### config.mk
export PLATFORM = sky130hd
export DESIGN_NAME = led_status_mux
export DESIGN_NICKNAME = d
export VERILOG_FILES = /design/src/rtl/led_pkg.sv /design/src/rtl/led_apb_ctrl.sv /design/src/rtl/led_stretch.sv /design/src/rtl/led_reg_path.sv /design/src/rtl/led_status_mux.sv
export SDC_FILE = /design/constraint.sdc
export NUM_CORES = 1
export LEC_CHECK = 0
export ABC_AREA = 1
export BUFFER_PORTS_ARGS = -buffer_cell sky130_fd_sc_hd__buf_4
export CORE_MARGIN = 10
export CORE_UTILIZATION = 58
export CTS_CLUSTER_SIZE = 28
export DETAILED_ROUTE_END_ITERATION = 10
export HOLD_SLACK_MARGIN = 0.15
export PLACE_DENSITY_LB_ADDON = 0.25
export RECOVER_POWER = 25
export SKIP_LAST_GASP = 1
export SLEW_MARGIN = 5
export SYNTH_ARGS = -nofsm -noshare
export SYNTH_HDL_FRONTEND = slang
export SYNTH_SLANG_ARGS = --single-unit
### constraint.sdc
create_clock -name pclk -period 1.6 [get_ports pclk]
set_clock_uncertainty 0.05 [all_clocks]
set_input_delay 0.08 -clock pclk [delete_from_list [all_inputs] [get_ports pclk]]
set_output_delay 0.08 -clock pclk [all_outputs]
set_load 0.03 [all_outputs]
### src/rtl/led_pkg.sv
package led_pkg;
  typedef struct packed {
    logic ledWr;
    logic modeWr;
    logic ledRd;
    logic modeRd;
  } ledStrobe_t;
endpackage

### src/rtl/led_apb_ctrl.sv
module led_apb_ctrl
  import led_pkg::*;
#(
  parameter int ADDR_W = 12,
  parameter logic [ADDR_W-1:0] LED_OFS = 'h00C,
  parameter logic [ADDR_W-1:0] MODE_OFS = 'h014
)(
  input  logic              psel,
  input  logic              penable,
  input  logic              pwrite,
  input  logic [ADDR_W-1:0] paddr,
  output ledStrobe_t        strb
);
  logic hitLed;
  logic hitMode;
  logic wrAccess;
  logic rdSelect;

  assign hitLed   = (paddr == LED_OFS);
  assign hitMode  = (paddr == MODE_OFS);
  assign wrAccess = psel & penable & pwrite;
  assign rdSelect = psel & ~pwrite;

  always_comb begin
    strb.ledWr  = wrAccess & hitLed;
    strb.modeWr = wrAccess & hitMode;
    strb.ledRd  = rdSelect & hitLed;
    strb.modeRd = rdSelect & hitMode;
  end
endmodule

### src/rtl/led_stretch.sv
module led_stretch #(
  parameter int LED_N = 8,
  parameter int STRETCH_CYCLES = 1 << 20
)(
  input  logic             pclk,
  input  logic             presetn,
  input  logic [LED_N-1:0] statusVec,
  output logic [LED_N-1:0] stretchVec
);
  localparam int CNT_W = $clog2(STRETCH_CYCLES + 1);
  localparam logic [CNT_W-1:0] RELOAD = CNT_W'(STRETCH_CYCLES);

  for (genvar i = 0; i < LED_N; i++) begin : g_bit
    logic [CNT_W-1:0] cnt;
    always_ff @(posedge pclk) begin
      if (!presetn) begin
        cnt <= '0;
      end else if (statusVec[i]) begin
        cnt <= RELOAD;
      end else if (cnt != '0) begin
        cnt <= cnt - CNT_W'(1);
      end
    end
    assign stretchVec[i] = (cnt != '0);
  end
endmodule

### src/rtl/led_reg_path.sv
module led_reg_path
  import led_pkg::*;
#(
  parameter int DATA_W = 32,
  parameter int LED_N = 8
)(
  input  logic              pclk,
  input  logic              presetn,
  input  ledStrobe_t        strb,
  input  logic [LED_N-1:0]  wrData,
  input  logic [LED_N-1:0]  stretchVec,
  output logic [LED_N-1:0]  ledOut,
  output logic              modeSel,
  output logic [DATA_W-1:0] prdata
);
  logic [LED_N-1:0] ledQ;
  logic             modeQ;

  always_ff @(posedge pclk) begin
    if (!presetn) begin
      ledQ  <= '0;
      modeQ <= 1'b0;
    end else begin
      if (strb.ledWr)  ledQ  <= wrData;
      if (strb.modeWr) modeQ <= wrData[0];
    end
  end

  always_comb begin
    prdata = '0;
    if (strb.ledRd)       prdata = DATA_W'(ledQ);
    else if (strb.modeRd) prdata = DATA_W'(modeQ);
  end

  assign modeSel = modeQ;
  assign ledOut  = modeQ ? stretchVec : ledQ;
endmodule

### src/rtl/led_status_mux.sv
module led_status_mux
  import led_pkg::*;
#(
  parameter int ADDR_W = 12,
  parameter int DATA_W = 32,
  parameter int STRETCH_CYCLES = 1 << 20,
  parameter logic [ADDR_W-1:0] LED_OFS = 'h00C,
  parameter logic [ADDR_W-1:0] MODE_OFS = 'h014
)(
  input  logic              pclk,
  input  logic              presetn,
  input  logic              psel,
  input  logic              penable,
  input  logic              pwrite,
  input  logic [ADDR_W-1:0] paddr,
  input  logic [DATA_W-1:0] pwdata,
  output logic [DATA_W-1:0] prdata,
  output logic              pready,
  output logic              pslverr,
  input  logic              sleeping,
  input  logic              sleepDeep,
  input  logic              halted,
  input  logic              lockup,
  input  logic              sysResetReq,
  input  logic              txEvent,
  input  logic              wakeup,
  input  logic              dbgRestarted,
  output logic [7:0]        ledOut
);
  localparam int LED_N = 8;

  ledStrobe_t       strb;
  logic [LED_N-1:0] statusVec;
  logic [LED_N-1:0] stretchVec;
  logic             modeSel;
  logic             unusedWdata;

  assign statusVec = {sleeping, sleepDeep, halted, lockup,
                      sysResetReq, txEvent, wakeup, dbgRestarted};
  assign unusedWdata = ^pwdata[DATA_W-1:LED_N];
  assign pready  = 1'b1;
  assign pslverr = 1'b0;

  led_apb_ctrl #(.ADDR_W(ADDR_W), .LED_OFS(LED_OFS), .MODE_OFS(MODE_OFS)) u_ctrl (
    .psel(psel), .penable(penable), .pwrite(pwrite), .paddr(paddr), .strb(strb)
  );

  led_stretch #(.LED_N(LED_N), .STRETCH_CYCLES(STRETCH_CYCLES)) u_stretch (
    .pclk(pclk), .presetn(presetn), .statusVec(statusVec), .stretchVec(stretchVec)
  );

  led_reg_path #(.DATA_W(DATA_W), .LED_N(LED_N)) u_path (
    .pclk(pclk), .presetn(presetn), .strb(strb), .wrData(pwdata[LED_N-1:0]),
    .stretchVec(stretchVec), .ledOut(ledOut), .modeSel(modeSel), .prdata(prdata)
  );
endmodule

After elaboration in Yosys (flattened, before gate mapping)
Index checks and enable logic that the tools add are counted.
{ "totals": {"regBits": 177, "latch_bits": 0, "ram_bits": 0, "romBits": 0, "in_bits": 57, "word_cells": 80, "memories": 0} }
{ "classes": {"n_addsub": 8, "n_mul": 0, "n_div": 0, "n_lt_le_gt_ge": 0, "n_eq_ne": 2, "n_shift": 0, "muxes": 19, "bitwise": 9, "n_reduce_logical": 24} }
{ "ops": {"columns": ["operator", "count"], "rows": [
  ["$mux 21", 16],
  ["$reduce_bool 21->1", 8],
  ["$sub 21x1->21 const B", 8],
  ["$mux 32", 1],
  ["$reduce_bool 2->1", 8],
  ["$reduce_or 2->1", 8],
  ["$eq 12x4->1 const B", 1],
  ["$eq 12x5->1 const B", 1],
  ["$mux 8", 1],
  ["$and 1x1->1", 7],
  ["$not 1->1", 2],
  ["$mux 1", 1]
]} }

Longest topological paths before layout
Gate-level depths: netlist (run 1).
{ "logic_depth": {"depth_word": 5, "depth_mapped": 10, "depth_no_buf": 10} }

Cells and area by module
A second synthesis (run 1) with hierarchy kept.
{ "unflattened": {"hier_cells": 1629, "area_unflattened_um2": 10537.6} }
{ "by_module_without_submodules": {"columns": ["module", "instances", "cells_each", "area_per_inst_um2", "seq_area_each_um2"], "rows": [
  ["led_stretch", 1, 1477, 9658.0, 3363.2],
  ["led_reg_path", 1, 125, 760.7, 180.2],
  ["led_apb_ctrl", 1, 23, 96.3, 0.0],
  ["led_status_mux", 1, 4, 22.5, 0.0]
]} }

Least setup slack after synthesis (run 1)
Ideal clock, no wire load.
{ "synth_path": {"kind": "register -> output", "from": "register u_stretch.g_bit[5].cnt[0]", "to": "output port ledOut[5]", "arrival_ns": 1.481, "required_ns": 1.470, "setup_slack_ns": -0.011, "path_stages_with_launch": 9, "path_cell_list": "dfxtp_1 inv_1 ha_1 inv_1 nor3_4 nand3_4 buf_6 nor2_1 a21oi_1"} }
{ "synth_between": {"elab_chain_cells": 2} }
{ "synth_rtl": {"columns": ["item", "line_no", "source"], "rows": [
  ["from (decl)", "led_stretch.sv:14", "logic [CNT_W-1:0] cnt;"],
  ["from (signal assigned)", "led_stretch.sv:21", "cnt <= cnt - CNT_W'(1);"],
  ["$reduce_bool 21->1", "led_stretch.sv:24", "assign stretchVec[i] = (cnt != '0);"],
  ["$mux 8", "led_reg_path.sv:36", "assign ledOut = modeQ ? stretchVec : ledQ;"],
  ["to (decl)", "led_status_mux.sv:28", "output logic [7:0] ledOut"]
]} }
Every way passes these cells.

Worst setup path in the final report (run 1)
{ "layout_path": {"from": "register u_stretch.g_bit[2].cnt[10]", "to": "output port ledOut[2]"} }
{ "layout_between": {"elab_chain_cells": 2} }
{ "layout_rtl": {"columns": ["item", "line_no"], "rows": [
  ["from (decl)", "led_stretch.sv:14"],
  ["from (signal assigned)", "led_stretch.sv:21"],
  ["$reduce_bool 21->1", "led_stretch.sv:24"],
  ["$mux 8", "led_reg_path.sv:36"]
]} }
Every way passes these cells.

==> metrics, run 1 <==
status complete, but fails checks; Num CTS Buffers 17; critical-path cell list nor2_2 > nand2_1 > nor2_4 > nand3_4 > nor2_4 > a21oi_2 > buf_6; top sig layer met4; die width 153 um; total core area 17200 um2; CTS sink count 177; GR Util All Layers 0.216; first-pass GRT wire length 43800 um; H-Tree Level Count 4; clk root buf clkbuf_16; Die ar. 23300 um2; Min-Delay Path Class in -> reg; Detail Route Antenna Nets 0; EDFF count, synth 0; nets@finish 1835; maxcap violations 0; hold path startpoint sleeping; diode count 0; CTS tree built; via density per instance 5.35; area of the multi-input gates 6600 um2; Main synth FF type dfxtp_1; clk slew on worst S/H paths 0.06 ns; Initial Utilization 0.591; Slowest-stage cell, CP dfxtp_1; HPWL Detailed 16900 um; CP Max Fanout 3; DR WL met3 1920 um; initial antenna violation count 0; syn avg cell area 6.55 um2; largest net degree at the start of global routing 20; met1 WL 11600 um; nature of the critical path startpoint flop; Seq/Total Area, Yosys 0.348; Register Area 3640 um2; pre-CTS setup slack 0.0554 ns; min Tclk post-route 1.84 ns; Fmax achieved 0.544 GHz; delay-heaviest family, CP simple AND/OR/NAND/NOR gates; most used cell, CP nor2_4; RSZ-0062 raised after global routing true; Met2 Wirelength 14500 um; r2r setup slk -0.11 ns; Final period util 1.15; Synth cell types 34; vias post-DR 10702; final RePlAce weighted congestion 0.923; Final setup viols 15; average wire per standard cell 14.5 um; Top-Level Pins 99; FF+latch count, synth 177; worst setup margin -0.238 ns; Rows 48; share of post-route cells with drive strength above 1 0.278; most common cell after layout, fill and taps aside nand2_1; mapped cell area 10200 um2; Pins Over Slew Limit 0; gr ovfl total 0; CP Capture Type primary output; worst path required time 1.47 ns; Setup CP Type reg -> out; input/output buffers 48; synth warn 0; worst stage delay on the critical path 0.34 ns; first drt pass iteration count 5; WP buf/inv 1; number of global-route vias before repair 9921; Synth async-reset ratio 0; Gate Count Post-Synth 1556; # fillers 1167; most frequent cells in the layout nand2_1, nor2_1, buf_4, dfxtp_1, inv_1; drt total wl 29100 um; maximum root-to-sink buffer count 2; chip height 153 um; Critical Path Source u_stretch.g_bit[2].cnt[10]$_SDFFE_PP0P_; worst r2r src u_stretch.g_bit[7].cnt[1]$_SDFFE_PP0P_; failing checks setup timing; WP data arrival 1.71 ns; Post-route DRC 0; DR iter-0 viols 761; final hold violation count 0; clock latency on the worst-skew pair 0.44 ns; area added between synthesis and finish 29.7%
kinds of logic after synthesis:
| group | synth area share |
|---|---|
| xor gates and xnor gates | 0.0799 |
| DFF | 0.348 |
| adders and majority gates | 0.0196 |
| AOI/OAI and AO/OA | 0.0388 |
| and+or+nand+nor | 0.430 |
| buffers and inverters | 0.0829 |
| other | 0.000737 |
path summary, 6_finish.rpt:
| path | to | cells after the start |
|---|---|---|
| worst max-delay path | ledOut[2] | 7 |
| worst min-delay path | u_stretch.g_bit[7].cnt[20]$_SDFFE_PN0P_ | 4 |
| worst max register to register | u_stretch.g_bit[7].cnt[14]$_SDFFE_PP0P_ | 9 |
| worst min register to register | u_path.ledQ[6]$_SDFFE_PN0P_ | 2 |
metrics by stage:
| stage | instance area, um2 | hold WS, ns | util | std cells | setup TNS [ns] |
|---|---|---|---|---|---|
| 6_report | 13200 | 0.404 | 0.767 | 1999 | -1.57 |
| 5_1_grt | 13200 | 0.425 | 0.767 | 1999 | -4.76 |
| 4_1_cts | 12600 | 0.201 | 0.733 | 1981 | -1.20 |
| 3_5_place_dp | 11000 | 0.296 | 0.637 | 1852 | 0 |
| 3_3_place_gp | 11000 | 0.291 | 0.637 | 1852 | 0 |
| 2_1_floorplan | 10300 | 0.164 | - | 1580 | 0 |
flip-flops by register name, indices dropped and copies added (netlist names):
register             flops
u_path.modeSel           1
u_stretch.g_bit.cnt    168
u_path.ledQ              8
cell usage after synthesis (4+ instances only):
| cell | number | share of area |
|---|---|---|
| nor2_1 | 406 | 0.15 |
| nand2_1 | 404 | 0.15 |
| dfxtp_1 | 177 | 0.35 |
| inv_1 | 126 | 0.046 |
| nand3_1 | 72 | 0.035 |
| a21oi_1 | 51 | 0.025 |
| xnor2_1 | 47 | 0.040 |
| xor2_1 | 46 | 0.040 |
| nand4_1 | 37 | 0.023 |
| nor2_2 | 29 | 0.018 |
| buf_4 | 26 | 0.019 |
| o21ai_0 | 24 | 0.012 |
| ha_1 | 16 | 0.020 |
| buf_2 | 15 | 0.0074 |
| nor3_1 | 14 | 0.0069 |
| nor2_4 | 10 | 0.011 |
| inv_2 | 8 | 0.0029 |
| nor3_2 | 7 | 0.0069 |
| buf_6 | 6 | 0.0066 |
| nand2_2 | 6 | 0.0037 |
| nand3_2 | 6 | 0.0059 |
| nand3b_1 | 4 | 0.0029 |
| nand4_2 | 4 | 0.0049 |
repair_timing:
item,4_1_cts,5_1_grt
pin swaps,66,71
hold buffers,20,0
endpoints found under the setup margin,9,80
endpoints found under the hold margin,153,0
resized for setup,127,159
buffers inserted,78,24
cloned,0,1
worst min-delay path: cells and delay by family:
kind	cells	cell delay, ns
AOI/OAI and AO/OA	1	0.11
buffers and inverters	3	0.66
layer usage:
metal	global-route usage	vias up
li1	-	5220
met1	0.247	4947
met2	0.380	440
met3	0.0508	95
met4	0.0881	0
met5	0	-
cell type report:
type                            count  area share
Tap cell                          225      0.0213
Multi-Input combinational cell   1222       0.499
Timing Repair Buffer              210       0.124
Clock buffer                       18      0.0332
Sequential cell                   177       0.275
Inverter                          134      0.0382
Clock inverter                     13     0.00852
Power of run 1 is left out: the tool's default activity adds up to more than one toggle a clock period on the data nets, which glitch-free logic cannot reach.
==> run 2: changes to the inputs <==
--- a/config.mk
+++ b/config.mk
@@ -5,7 +5,6 @@
 export SDC_FILE = /design/constraint.sdc
 export NUM_CORES = 1
 export LEC_CHECK = 0
-export ABC_AREA = 1
 export BUFFER_PORTS_ARGS = -buffer_cell sky130_fd_sc_hd__buf_4
 export CORE_MARGIN = 10
 export CORE_UTILIZATION = 58
==> constraint.sdc (replaced) <==
create_clock -name pclk -period 2 [get_ports pclk]
set_clock_uncertainty 0.05 [all_clocks]
set_input_delay 0.3 -clock pclk [delete_from_list [all_inputs] [get_ports pclk]]
set_output_delay 0.3 -clock pclk [all_outputs]
set_load 0.03 [all_outputs]
==> metrics, run 2 <==
largest area contributor in the netlist dfxtp_1; Initial Utilization 0.591 (about the same); final RePlAce weighted congestion 0.872 (-5.6%); final hold violation count 0 (unchanged); placed insts 1398 (-25%); nature of the critical path startpoint flop; syn avg cell area 8.42 um2 (+29%); EDFF count, synth 0 (unchanged); Final Instance Count excl. Fillers 1488 (-26%); Largest register FFs 168 (unchanged); GR Util All Layers 0.210 (-0.00582); r2r setup slk -0.25 ns (-0.14 ns); HPWL Detailed 14500 um (-14%); H-Tree Level Count 4 (unchanged); min Tclk post-route 2.67 ns; Slew HR 0.448; initial antenna violation count 0 (unchanged); vias post-DR 8377 (-22%); post-route cell area 12000 um2 (-8.9%); WP data arrival 2.32 ns (+0.61 ns); diode count 0 (unchanged); post-synthesis compound-gate area fraction 0.0981 (+0.0593); first-pass GRT wire length 36100 um (-18%); most common cell after layout, fill and taps aside buf_4; post-synthesis xor/xnor area fraction 0.112 (+0.0326); Die ar. 20800 um2 (-11%); post-synthesis adder-cell area fraction 0.0224 (+0.00271); post-synthesis mux area share 0.00629 (+0.00629); via density per instance 5.63 (+5.2%); CP Max Fanout 2 (-1); Hold WS 0.193 ns (-0.211 ns); chip height 144 um (-5.4%); input/output buffers 48 (unchanged); first drt pass iteration count 6 (+1); maxcap violations 0 (unchanged); DR iter-0 viols 465 (-39%); gr ovfl total 0 (unchanged); total core area 15100 um2 (-12%); FF+latch count, synth 177 (unchanged); Gate Count Post-Synth 1064 (-32%); most frequent cells after synthesis nor2_1, dfxtp_1, xor2_1, nand3_1, a21oi_1; Biggest register u_stretch.g_bit.cnt; die width 144 um (-5.4%); Pins Over Slew Limit 0 (unchanged); Num CTS Buffers 17 (unchanged); most frequent cell after synthesis nor2_1; Main synth FF type dfxtp_1; Post-route DRC 0 (unchanged); area added between synthesis and finish 34.4%; main combinational cell family by area after synthesis simple AND/OR/NAND/NOR gates; Final setup viols 50 (+35); mapped cell area 8950 um2 (-12%); maximum root-to-sink buffer count 2 (unchanged); Synth Area in Simple Gates 0.316 (-0.114); Setup CP Type reg -> out; Rows 45 (-6.3%); status complete, but fails checks; Fmax achieved 0.375 GHz; clk root buf clkbuf_16; drt total wl 22800 um (-21%); DP Area 10500 um2 (-4.6%); top cells by area, synth dfxtp_1, xor2_1, nor2_1; Final period util 1.34; most frequent cells in the layout buf_4, nor2_1, dfxtp_1, xor2_1, nand3_1; failing checks setup timing; synth warn 0 (unchanged); Worst-Margin Slew 0.828 ns; CP Capture Type primary output; Min-Delay Path Class in -> reg; Synth cell types 65 (+91%); # fillers 1000 (-14%); clock latency on the worst-skew pair 0.44 ns (about the same); Top-Level Pins 99 (unchanged); CTS sink count 177 (unchanged); Synth top area share 0.396 (+0.0480); largest net degree at the start of global routing 21 (+5.0%); clk slew on worst S/H paths 0.07 ns (about the same); Register Area 3580 um2 (-1.6%); number of global-route vias before repair 7948 (-20%); share of post-route cells with drive strength above 1 0.296 (+0.0183); average wire per standard cell 15.3 um (+5.5%); setup TNS -6.55 ns (-4.98 ns); CTS tree built; Synth async-reset ratio 0 (unchanged); Detail Route Antenna Nets 0 (unchanged); worst setup margin -0.670 ns (-0.432 ns); area of the multi-input gates 5610 um2 (-15%); nets@finish 1360 (-26%); Seq/Total Area, Yosys 0.396 (+0.0480); worst path required time 1.65 ns (+0.18 ns); RSZ-0062 raised after global routing true
[run 2: cell count changes after synthesis, moves of 20 or more]
cell / change
or3_1: +20
nand2_1: -363
nand3_1: -26
clkbuf_1: +36
nor4_1: +33
xor2_1: +35
inv_1: -107
nor2_1: -226
nor3_1: +25
nor2_2: -29
[run 2: final timing paths]
check                                           from                                      end  depth (start not counted)
min                                          presetn  u_stretch.g_bit[7].cnt[20]$_SDFFE_PN0P_                          2
max           u_stretch.g_bit[4].cnt[5]$_SDFFE_PP0P_                                ledOut[4]                          5
max reg2reg  u_stretch.g_bit[1].cnt[10]$_SDFFE_PP0P_   u_stretch.g_bit[1].cnt[3]$_SDFFE_PP0P_                          6
min reg2reg              u_path.ledQ[2]$_SDFFE_PN0P_              u_path.ledQ[2]$_SDFFE_PN0P_                          2
[run 2: metrics by stage]
step | util | setup slack (ns)
after floorplan | - | -0.262
after global placement | 0.692 | -0.197
after detailed placement | 0.692 | -0.218
after CTS | 0.777 | -0.673
after global routing | 0.795 | -0.717
final | 0.795 | -0.670
[run 2: worst max-delay path, stage by stage, from the launching register on]
cell and delay (ns):
dfxtp_2 0.32, or4_4 0.53, or3_4 0.39, or2_4 0.24, mux2_4 0.26, buf_6 0.14
[run 2: routing by layer]
layer  up-vias  track usage  routed length [um]
met1      4003        0.245                9930
met5         -            0                   0
met2       161        0.371               11700
met3        31       0.0426                 811
met4         0       0.0824                 407
li1       4182            -                   -
[run 2: cell type report]
| class | instances | share of cell area |
|---|---|---|
| Clock buffer | 20 | 0.0379 |
| Clock inverter | 12 | 0.0108 |
| Inverter | 19 | 0.00634 |
| Multi-Input combinational cell | 826 | 0.466 |
| Sequential cell | 177 | 0.297 |
| Tap cell | 188 | 0.0195 |
| Timing Repair Buffer | 246 | 0.162 |
[run 2: kinds of logic (layout without fill, tap and decap cells)]
logic type,Yosys count,after routing
other,2,26
xor gates and xnor gates,115,115
and+or+nand+nor,524,524
DFF,177,177
AOI/OAI and AO/OA,139,140
buffers and inverters,86,297
muxes,5,5
adders and majority gates,16,16
[run 2: repair_timing]
item / CTS / global route
endpoints found under the setup margin: 33 / 87
resized for setup: 76 / 87
pin swaps: 35 / 43
buffers inserted: 27 / 16
hold endpoints to repair: 18 / 0
cloned: 1 / 0
hold buffers: 18 / 0
Power of run 2 is left out for the same reason.
==> run 3: changes to the inputs <==
--- a/config.mk
+++ b/config.mk
@@ -17,4 +17,6 @@
 export SLEW_MARGIN = 5
 export SYNTH_ARGS = -nofsm -noshare
 export SYNTH_HDL_FRONTEND = slang
+export SYNTH_HIERARCHICAL = 1
 export SYNTH_SLANG_ARGS = --single-unit
+export TNS_END_PERCENT = 10
==> metrics, run 3 <==
first drt pass iteration count 5 (-1); largest net degree at the start of global routing 22 (+4.8%); Largest register FFs 168 (unchanged); Synth async-reset ratio 0 (unchanged); EDFF count, synth 0 (unchanged); Die ar. 20800 um2 (+0.11%); first-pass GRT wire length 36200 um (+0.29%); number of global-route vias before repair 8063 (+1.4%); Final Instance Count excl. Fillers 1516 (+1.9%); DR iter-0 viols 397 (-15%); WP data arrival 2.46 ns (+0.14 ns); Biggest register u_stretch/g_bit.cnt; Gate Count Post-Synth 1055 (-0.85%); RSZ-0062 raised after global routing true; maximum root-to-sink buffer count 2 (unchanged); min Tclk post-route 2.81 ns (+0.142 ns); most frequent cells in the layout buf_4, nor2_1, dfxtp_1, xor2_1, nand2_1; final hold violation count 0 (unchanged); worst setup margin -0.812 ns (-0.142 ns); Top-Level Pins 99 (unchanged); area of the multi-input gates 5330 um2 (-5.1%); share of post-route cells with drive strength above 1 0.285 (-0.0115); HPWL Detailed 14800 um (+1.8%); Initial Utilization 0.590 (-0.00145); Pins Over Slew Limit 0 (unchanged); via density per instance 5.53 (-1.8%); vias post-DR 8379 (+0.024%); top cells by area, synth dfxtp_1, nor2_1, xor2_1; Register Area 3560 um2 (-0.56%); setup TNS -10.32 ns (-3.77 ns); most frequent cells after synthesis nor2_1, dfxtp_1, xor2_1, nand2_1, nor4_1; total core area 15200 um2 (+0.37%); syn avg cell area 8.50 um2 (+0.98%); CP Capture Type primary output; mapped cell area 8970 um2 (+0.13%); GR Util All Layers 0.209 (-0.00140); Detail Route Antenna Nets 0 (unchanged); placed insts 1446 (+3.4%); gr ovfl total 0 (unchanged); Slew HR 0.484 (+0.0358); most frequent cell after synthesis nor2_1; chip height 144 um (about the same); CTS sink count 177 (unchanged); maxcap violations 0 (unchanged); post-route cell area 12000 um2 (-0.63%); Min-Delay Path Class in -> reg; # fillers 1015 (+1.5%); nature of the critical path startpoint flop; area added between synthesis and finish 33.4%; worst path required time 1.65 ns (about the same); synth warn 6 (+6); H-Tree Level Count 4 (unchanged); diode count 0 (unchanged); largest area contributor in the netlist dfxtp_1; Fmax achieved 0.356 GHz (-5.1%); Worst-Margin Slew 0.774 ns (-0.0537 ns); clock latency on the worst-skew pair 0.43 ns (about the same); CTS tree built; drt total wl 22400 um (-1.7%); final RePlAce weighted congestion 0.821 (-5.8%); Rows 45 (unchanged); nets@finish 1388 (+2.1%); clk root buf clkbuf_16; FF+latch count, synth 177 (unchanged); Num CTS Buffers 17 (unchanged); Final setup viols 72 (+44%); Main synth FF type dfxtp_1; CP Max Fanout 2 (unchanged); clk slew on worst S/H paths 0.06 ns (about the same); status complete, but fails checks; initial antenna violation count 0 (unchanged); Final period util 1.41 (+0.0711); failing checks setup timing; Seq/Total Area, Yosys 0.395 (-0.000497); input/output buffers 48 (unchanged); Synth top area share 0.395 (-0.000497); Synth cell types 58 (-11%); most common cell after layout, fill and taps aside buf_4; Post-route DRC 0 (unchanged); average wire per standard cell 14.8 um (-3.5%); die width 144 um (about the same); DP Area 10800 um2 (+3.5%); Setup CP Type reg -> out
[run 3: changes by cell type in the layout (fill, tap and decap cells not counted), sizes merged, moves of 10 or more]
cell   previous run  this run
xnor2            34        44
nand3            47        29
xor2             81        71
nor4             37        50
mux2i             0        10
buf             212       257
[run 3: logic make-up after synthesis]
logic type | Yosys count | share of synthesized area
AND/OR/NAND/NOR | 513 | 0.307
flip-flops | 177 | 0.395
AO/OA/AOI/OAI | 123 | 0.0836
XOR/XNOR | 115 | 0.112
buffers and inverters | 87 | 0.0501
multiplexers | 21 | 0.0283
adder cells (fa/ha/maj) | 16 | 0.0223
other | 3 | 0.00126
[run 3: per-layer routing]
metal	vias to the layer above	global-route usage	routed length (um)
met5	-	0	0
met4	0	0.0793	450
met3	46	0.0476	955
met2	162	0.363	11300
met1	3980	0.245	9680
li1	4191	-	-
[run 3: area by class of cell]
cell class                 count  share of cell area
tap                          188              0.0197
clock inverter                10              0.0113
clock buffer                  22              0.0380
timing repair buffer         284               0.181
multi-input combinational    814               0.445
sequential                   177               0.298
inverter                      21             0.00659
[run 3: repair_timing]
action / CTS / global route
gates resized for setup: 27 / 40
hold buffers: 16 / 0
setup buffers: 14 / 14
hold endpoints to repair: 18 / 0
pin swaps: 9 / 21
setup endpoints to repair: 67 / 124
[run 3: final timing paths]
kind / startpoint / to / slack [ns] / depth (start not counted)
max reg2reg: u_stretch/g_bit[5].cnt[9]$_SDFFE_PP0P_ / u_stretch/g_bit[5].cnt[18]$_SDFFE_PP0P_ / -0.28 / 7
min: presetn / u_stretch/g_bit[4].cnt[20]$_SDFFE_PN0P_ / 0.22 / 2
min reg2reg: u_stretch/g_bit[0].cnt[4]$_SDFFE_PP0P_ / u_stretch/g_bit[0].cnt[4]$_SDFFE_PP0P_ / 0.42 / 2
max: u_stretch/g_bit[1].cnt[6]$_SDFFE_PP0P_ / ledOut[1] / -0.81 / 5
[run 3: worst max-delay path: stages, from the launching register on]
cell and delay, ns:
dfxtp_1 0.31, or4_4 0.53, or3_4 0.35, or4_4 0.43, mux2_4 0.27, buf_6 0.14
[run 3: stage by stage]
step | worst slack [ns] | utilization | hold slack (ns)
2_1_floorplan | -0.511 | - | 0.374
3_3_place_gp | -0.385 | 0.713 | 0.403
3_5_place_dp | -0.403 | 0.713 | 0.414
4_1_cts | -0.827 | 0.776 | 0.206
5_1_grt | -0.861 | 0.787 | 0.211
6_report | -0.812 | 0.787 | 0.217
Power of run 3 is left out for the same reason.
